## config.mk

```make
export PLATFORM = sky130hd
export DESIGN_NAME = dtc_rank_tmr
export DESIGN_NICKNAME = d
export VERILOG_FILES = /design/src/rtl/dtc_downcnt.sv /design/src/rtl/dtc_rank_tmr.sv
export SDC_FILE = /design/constraint.sdc
export NUM_CORES = 1
export LEC_CHECK = 0
export ABC_AREA = 1
export BUFFER_PORTS_ARGS = -buffer_cell sky130_fd_sc_hd__buf_4
export CORE_UTILIZATION = 30
export DETAILED_ROUTE_END_ITERATION = 10
export GPL_TIMING_DRIVEN = 0
export PLACE_DENSITY = 0.53
export SETUP_SLACK_MARGIN = 0.05
export SLEW_MARGIN = 10
export SYNTH_ARGS = -nofsm -noshare
export SYNTH_HDL_FRONTEND = slang
export SYNTH_SLANG_ARGS = --single-unit
```

## constraint.sdc

```tcl
create_clock -name clk -period 1.92 [get_ports clk]
set_input_delay 0.192 -clock clk [delete_from_list [all_inputs] [get_ports clk]]
set_output_delay 0.192 -clock clk [all_outputs]
set_load 0.005 [all_outputs]
```

## src/rtl/dtc_downcnt.sv

```systemverilog
// Saturating down-counter; each load raises the count to at least its value.
module dtc_downcnt #(
  parameter int CW  = 8,
  parameter int NLD = 1
) (
  input  logic                    clk,
  input  logic                    rst,
  input  logic [NLD-1:0]          ld,
  input  logic [NLD-1:0][CW-1:0]  val,
  output logic                    done
);
  logic [CW-1:0] cnt_q, cnt_d;

  always_comb begin
    cnt_d = (cnt_q == '0) ? '0 : cnt_q - CW'(1);
    for (int i = 0; i < NLD; i++) begin
      if (ld[i] && (val[i] > cnt_d)) cnt_d = val[i];
    end
  end

  always_ff @(posedge clk) begin
    if (rst) cnt_q <= '0;
    else     cnt_q <= cnt_d;
  end

  assign done = (cnt_q == '0);
endmodule

```

## src/rtl/dtc_rank_tmr.sv

```systemverilog
// Per-rank spacing: activate-to-activate, rolling activation window, write-to-read.
module dtc_rank_tmr #(
  parameter int CW      = 8,
  parameter int N_WIN   = 4,
  parameter int T_RRD   = 5,
  parameter int T_FAW   = 32,
  parameter int T_CWD   = 5,
  parameter int T_BURST = 4,
  parameter int T_WTR   = 6
) (
  input  logic clk,
  input  logic rst,
  input  logic act,
  input  logic wr,
  output logic act_rdy,
  output logic rd_rdy
);
  localparam logic [CW-1:0] LD_RRD = CW'(T_RRD - 1);
  localparam logic [CW-1:0] LD_FAW = CW'(T_FAW - 1);
  localparam logic [CW-1:0] LD_WTR = CW'(T_CWD + T_BURST + T_WTR - 1);

  logic rrd_done;
  logic [CW-1:0] win_q [N_WIN];

  dtc_downcnt #(.CW(CW), .NLD(1)) rrd_cnt_i (
    .clk(clk), .rst(rst), .ld(act), .val(LD_RRD), .done(rrd_done)
  );

  dtc_downcnt #(.CW(CW), .NLD(1)) wtr_cnt_i (
    .clk(clk), .rst(rst), .ld(wr), .val(LD_WTR), .done(rd_rdy)
  );

  // Age history of the last N_WIN activations; entry 0 is the newest.
  for (genvar i = 0; i < N_WIN; i++) begin : g_win
    logic [CW-1:0] src;
    if (i == 0) begin : g_head
      assign src = LD_FAW;
    end else begin : g_tail
      assign src = (win_q[i-1] == '0) ? '0 : win_q[i-1] - CW'(1);
    end
    always_ff @(posedge clk) begin
      if (rst)      win_q[i] <= '0;
      else if (act) win_q[i] <= src;
      else if (win_q[i] != '0) win_q[i] <= win_q[i] - CW'(1);
    end
  end

  assign act_rdy = rrd_done && (win_q[N_WIN-1] == '0);
endmodule

```

==> flow_summary_export.csv, run 1 <==
group,metric,value,unit
worst_setup_path,crit_buf_inv,2,
sta,worstMarginPinSlew,0.398,ns
grt,gr-total-overflow,0,
worst_setup_path,r2r_slack,0.20,ns
logic_synthesis,netlist-cell-type-count,28,
worst_setup_path,cp.arrival,1.53,ns
worst_setup_path,cp_common_cell,"nand2_2",
logic_synthesis,syn_area,2850,um2
sta,finalClockSkew,0.0159,ns
sta,final.min_clock_period,1.72,ns
grt,grt_max_degree,17,
logic_synthesis,synth_xor_area_share,6.46,%
worst_setup_path,cp_slowest_cell,"dfxtp_1",
die,io_pins,6,
routing,detail_route.vias_per_cell,4.54,
logic_synthesis,yosys.area_share.simple,29.2,%
logic_synthesis,yosys_warnings,0,
die,num_rows,35,
layout,final_common_cell,"nand2_1",
sta,timing.fmax,580,MHz
layout,diodes,0,
worst_setup_path,critical_path_required,1.73,ns
worst_setup_path,crit_path_end_kind,"output pin",
power_and_ir_drop,p_leak,0.00139,uW
routing,dr.pass1.iters,4,
routing,drt_iter0_drc,75,
sta,slew_headroom,73.4,%
placement,pre_cts_ws,-0.0256,ns
logic_synthesis,synth-compound-area-share,8.04,%
routing,ant_nets,0,
grt,antenna_found_initial,0,
logic_synthesis,synth_seq_cells,48,
clocking,numCtsBuffers,5,
clocking,cts-root-buf,"clkbuf_8",
power_and_ir_drop,power_density,1610,nW/um2
placement,place_congestion,0.779,
clocking,clock_sinks,48,
layout,final_cell_mix,"65 x nand2_1, 51 x inv_1, 47 x nor2_1",
logic_synthesis,muxShareOfSynthArea,0,%
routing,wirelength,5290,um
logic_synthesis,syn_nets,365,
die,die_w,99.4,um
worst_setup_path,crit_path_start_kind,"flop",
sta,finalMaxSlewViolations,0,
worst_setup_path,worstPathMaxFanout,4,
logic_synthesis,yosysSeqAreaShare,45.0,%
power_and_ir_drop,total_power,5110,uW
placement,dp.cells,467,
run_status,outcome,"complete, no violations",
flow_run,drv_cap,0,
layout,drive_gt1_share,14.2,%
sta,tns,0,ns
sta,hold_ws,0.170,ns
layout,layout.cells.non_filler,478,
die,start_util,31.0,%
logic_synthesis,synth_top_family_by_area,"simple AND/OR/NAND/NOR gates",
grt,grt_pass1_vias,2092,
grt,grt_usage,11.6,%
worst_setup_path,worst_path_largest_cell_delay,0.33,ns
layout,area_growth,11.6,%
layout,n_fill_cell,964,
clocking,clk_latency,0.31,ns
power_and_ir_drop,irDropWorstVdd,0.469,mV
die,die_y,99.4,um
grt,grt_pass1_wl,9320,um
logic_synthesis,synth_area_per_cell,8.09,um2
logic_synthesis,syn_inst,352,
routing,routed-via-count,2169,
worst_setup_path,crit_path_cell_trace,"inv_1, ha_2, nand2_2, nor2_2, nand2_2, nor2_1, buf_4",
sta,timing.final.ws_setup,0.195,ns
placement,port_buffers,4,
clocking,clockBufferDepth,2,
routing,drc,0,
clocking,clkTransAtPathRegs,0.10,ns
sta,setup_violations,0,
clocking,cts_tree,"yes",
sta,hold_viol_final,0,
routing,wl_per_cell,11.1,um
sta,period_share,89.8,%
worst_setup_path,critPathKind,"flop to output pin",
logic_synthesis,synth_fa_ha_area_share,3.96,%
clocking,hold_buffers,0,
die,die-area,9880,um2
clocking,cts-htree-levels,2,
layout,nets,379,
placement,dp_hpwl,4110,um
worst_setup_path,cp_top_family,"simple AND/OR/NAND/NOR gates",
min_path,worstHoldPathType,"input pin to flop",
die,coreArea,9200,um2
sta,rsz0062_at_grt,"false",
## synth_stat cells
cell type  count  share of area [%]
nand4_1        5                1.1
o21ai_2        2               0.62
nor2_4         3                1.2
o22ai_1        9                2.0
xor2_1        14                4.3
o21ai_0       19                3.3
inv_2          2               0.26
ha_1           9                4.0
nor2_1        49                6.5
inv_1         51                6.7
o21ai_1        4               0.70
and2_1         2               0.44
nor3_1         2               0.35
nand2_2        7                1.5
nor3b_1        1               0.26
edfxtp_1      32                 34
xnor2_1        7                2.2
nand2_1       67                8.8
or2_2          3               0.66
nor3_2         4                1.4
buf_2          2               0.35
nand3_4        1               0.62
nor2b_1        1               0.22
nor4_2         1               0.44
nor2_2         5                1.1
a21oi_1        8                1.4
dfxtp_1       16                 11
nand3_1       26                4.6
## registers in the layout (all words and copies together) (netlist names)
name             count
win_q               32
wtr_cnt_i.cnt_q      8
rrd_cnt_i.cnt_q      8
## path summary, 6_finish.rpt
kind	startpoint	to	cells after the start
min	rst	rrd_cnt_i.cnt_q[7]	2
max reg2reg	win_q[1][0]	win_q[1][6]	9
max	rrd_cnt_i.cnt_q[0]	act_rdy	7
min reg2reg	rrd_cnt_i.cnt_q[0]	rrd_cnt_i.cnt_q[0]	3
## worst register-to-register path: cells and delay by family, from the launching register on
family,cells,cell delay [ns]
buffers and inverters,3,0.25
AND/OR/NAND/NOR,4,0.57
AO/OA/AOI/OAI,1,0.06
adder cells (fa/ha/maj),1,0.20
flip-flops,1,0.39
## power breakdown
part | switching, uW | leakage [uW] | internal, uW | total [uW]
sequential | 276 | 0.000493 | 1530 | 1800
clock | 364 | 0.0000573 | 342 | 705
combinational | 1590 | 0.000838 | 1010 | 2600
## cells by family after synthesis
group,count (synthesis)
simple gates,177
buf+inv,55
flops,48
compound gates,42
xor+xnor,21
fa+ha+maj,9
## per-layer routing
| layer | up-vias | share of wire [%] | global-route usage [%] |
|---|---|---|---|
| met1 | 958 | 53 | 16.0 |
| met2 | 28 | 43 | 18.6 |
| met4 | 0 | 0.68 | 2.71 |
| met5 | - | 0 | 0 |
| li1 | 1178 | - | - |
| met3 | 5 | 2.9 | 2.32 |
## cell type report
cell class              count  area, um2  share of cell area, %
clock buffers               6       93.8                   2.96
multi-input cells         249       1390                   43.6
clock inverters             2       15.0                  0.473
well taps                 111        139                   4.37
inverters                  53        199                   6.26
flip-flops and latches     48       1280                   40.3
repair buffers              7       52.6                   1.65
plain buffers               2       10.0                  0.315
## what timing repair did
action | 4_1_cts | 5_1_grt
pin swaps | 2 | 2
setup endpoints to repair | 12 | 28
buffers inserted | 2 | 1
resized for setup | 1 | 8
## stage by stage
step	instance area [um2]	util, %
after floorplan	2850	-
after global placement	3020	32.8
after detailed placement	3020	32.8
after CTS	3150	34.2
after global routing	3180	34.5
final	3180	34.5
No activity file was read; power rests on OpenSTA's default activity.
==> run 2, diff against run 1 <==
Clock period 1.92 ns to 2 ns, I/O delays scaled along.
==> run 2 against run 1 <==
Clock power decreased by 4.1%. Sequential power fell by 4%. Critical path depth increased by 2. Count of clock-buffer cells in the layout stayed put. Via count rose by 0.55%. Largest power group unchanged.
==> flow_summary_export.csv, run 2 (same netlist as run 1, synthesis figures left out) <==
group,metric,value,unit
power_and_ir_drop,power_density,1540,nW/um2
placement,port_buffers,4,
layout,largest_reg_flops,32,
clocking,clk_latency,0.31,ns
run_status,outcome,"complete, no violations",
clocking,numCtsBuffers,5,
grt,gr-total-overflow,0,
grt,grt_pass1_wl,9290,um
die,start_util,31.0,%
clocking,cts-root-buf,"clkbuf_8",
clocking,hold_buffers,0,
die,io_pins,6,
sta,period_share,89.9,%
placement,dp_hpwl,4110,um
power_and_ir_drop,power_switching,2130,uW
routing,drt_iter0_drc,82,
sta,timing.fmax,556,MHz
routing,wirelength,5310,um
layout,multi_input_area,1370,um2
power_and_ir_drop,seqPwrFrac,35.5,%
grt,grt_pass1_vias,2080,
layout,final_common_cell,"nand2_1",
clocking,clock_sinks,48,
worst_setup_path,crit_path_end_kind,"flop",
min_path,min_from,"rst",
clocking,cts-htree-levels,2,
routing,detail_route.vias_per_cell,4.56,
layout,final_cell_mix,"66 x nand2_1, 51 x inv_1, 49 x nor2_1",
die,num_rows,35,
worst_setup_path,crit_path_start_kind,"flop",
min_path,worstHoldPathType,"input pin to flop",
layout,nets,379,
flow_run,drv_cap,0,
layout,top_regs,"win_q: 32 flops, rrd_cnt_i.cnt_q: 8 flops, wtr_cnt_i.cnt_q: 8 flops",
grt,grt_usage,11.5,%
grt,grt_max_degree,17,
sta,worstMarginPinSlew,0.402,ns
sta,finalMaxSlewViolations,0,
layout,final_util,34.3,%
sta,tns,0,ns
clocking,cts_tree,"yes",
routing,drc,0,
die,die_w,99.4,um
layout,diodes,0,
routing,dr.pass1.iters,4,
sta,rsz0062_at_grt,"false",
layout,layout.cells.non_filler,478,
layout,area_growth,10.9,%
placement,place_congestion,0.779,
worst_setup_path,r2r_cells,9,
sta,hold_viol_final,0,
layout,n_fill_cell,965,
placement,dpl-instance-area,3020,um2
die,die_y,99.4,um
power_and_ir_drop,p_leak,0.00139,uW
power_and_ir_drop,total_power,4870,uW
worst_setup_path,critPathKind,"flop to flop",
power_and_ir_drop,combPwrFrac,50.6,%
clocking,clockBufferDepth,2,
layout,seqCellArea,1280,um2
clocking,clkTransAtPathRegs,0.10,ns
layout,fin_area,3160,um2
worst_setup_path,worstPathMaxFanout,5,
die,die-area,9880,um2
min_path,min_to,"rrd_cnt_i.cnt_q[7]",
power_and_ir_drop,internal-power,2740,uW
routing,ant_nets,0,
worst_setup_path,r2r_end,"win_q[1][6]",
sta,slew_headroom,73.1,%
power_and_ir_drop,irDropWorstVdd,0.452,mV
worst_setup_path,r2r_slack,0.20,ns
worst_setup_path,cp.arrival,1.85,ns
worst_setup_path,critical_path_required,2.05,ns
grt,antenna_found_initial,0,
min_path,whs_path_depth,2,
power_and_ir_drop,clkPwrFrac,13.9,%
worst_setup_path,rr_startpoint,"win_q[1][0]",
die,coreArea,9200,um2
layout,top_register,"win_q",
worst_setup_path,crit_path_start,"win_q[1][0]",
power_and_ir_drop,swShare,43.7,%
sta,setup_violations,0,
layout,drive_gt1_share,12.5,%
routing,wl_per_cell,11.1,um
sta,final.min_clock_period,1.80,ns
placement,dp.cells,467,
routing,routed-via-count,2181,
sta,finalClockSkew,0.0143,ns
==> run 2: cell type report <==
cell class                      instances  area share (%)
Buffer                                  2           0.317
Clock buffer                            6            2.97
Clock inverter                          2           0.476
Inverter                               53            6.30
Multi-Input combinational cell        249            43.3
Sequential cell                        48            40.6
Tap cell                              111            4.40
Timing Repair Buffer                    7            1.67
==> run 2: layer usage <==
| metal | wire, um | GRT usage (%) | part of all wire [%] |
|---|---|---|---|
| met1 | 2850 | 16.0 | 54 |
| met2 | 2300 | 18.5 | 43 |
| met3 | 115 | 2.32 | 2.2 |
| met4 | 49 | 2.71 | 0.92 |
| met5 | 0 | 0 | 0 |
==> run 2: power by group through the flow <==
| stage | clock, uW | sequential, uW | combinational, uW |
|---|---|---|---|
| after floorplan | 0 | 1690 | 1960 |
| after global placement | 0 | 1750 | 2390 |
| after detailed placement | 0 | 1750 | 2390 |
| after CTS | 698 | 1740 | 2420 |
| after global routing | 733 | 1780 | 2860 |
| final | 676 | 1730 | 2470 |
==> run 2: stage by stage <==
step,hold WS [ns],setup slack (ns)
floorplan,0.470,0.389
global placement,0.509,0.111
detailed placement,0.516,0.0544
CTS,0.176,0.0810
global route,0.195,0.0624
finish,0.184,0.201
==> run 2: worst max-delay path, cell delays in order, from the launching register on <==
cell and delay, ns:
edfxtp_1 0.39, inv_1 0.09, ha_1 0.21, nand4_1 0.20, nor3_4 0.26, inv_2 0.07
nand2_2 0.11, inv_1 0.09, nand2_1 0.08, o21ai_1 0.06
==> run 2: what timing repair did <==
action / CTS / global route
resized for setup: 1 / 1
buffers inserted: 0 / 3
setup endpoints to repair: 1 / 12
pin swaps: 0 / 2
==> run 2: worst max-delay path by stage <==
stage,endpoint,slack (ns),cells after the start
floorplan,win_q[1][6],0.39,9
CTS,win_q[1][6],0.08,9
global route,act_rdy,0.06,7
global placement,win_q[1][6],0.11,9
detailed placement,win_q[1][6],0.05,9
finish,win_q[1][6],0.20,9
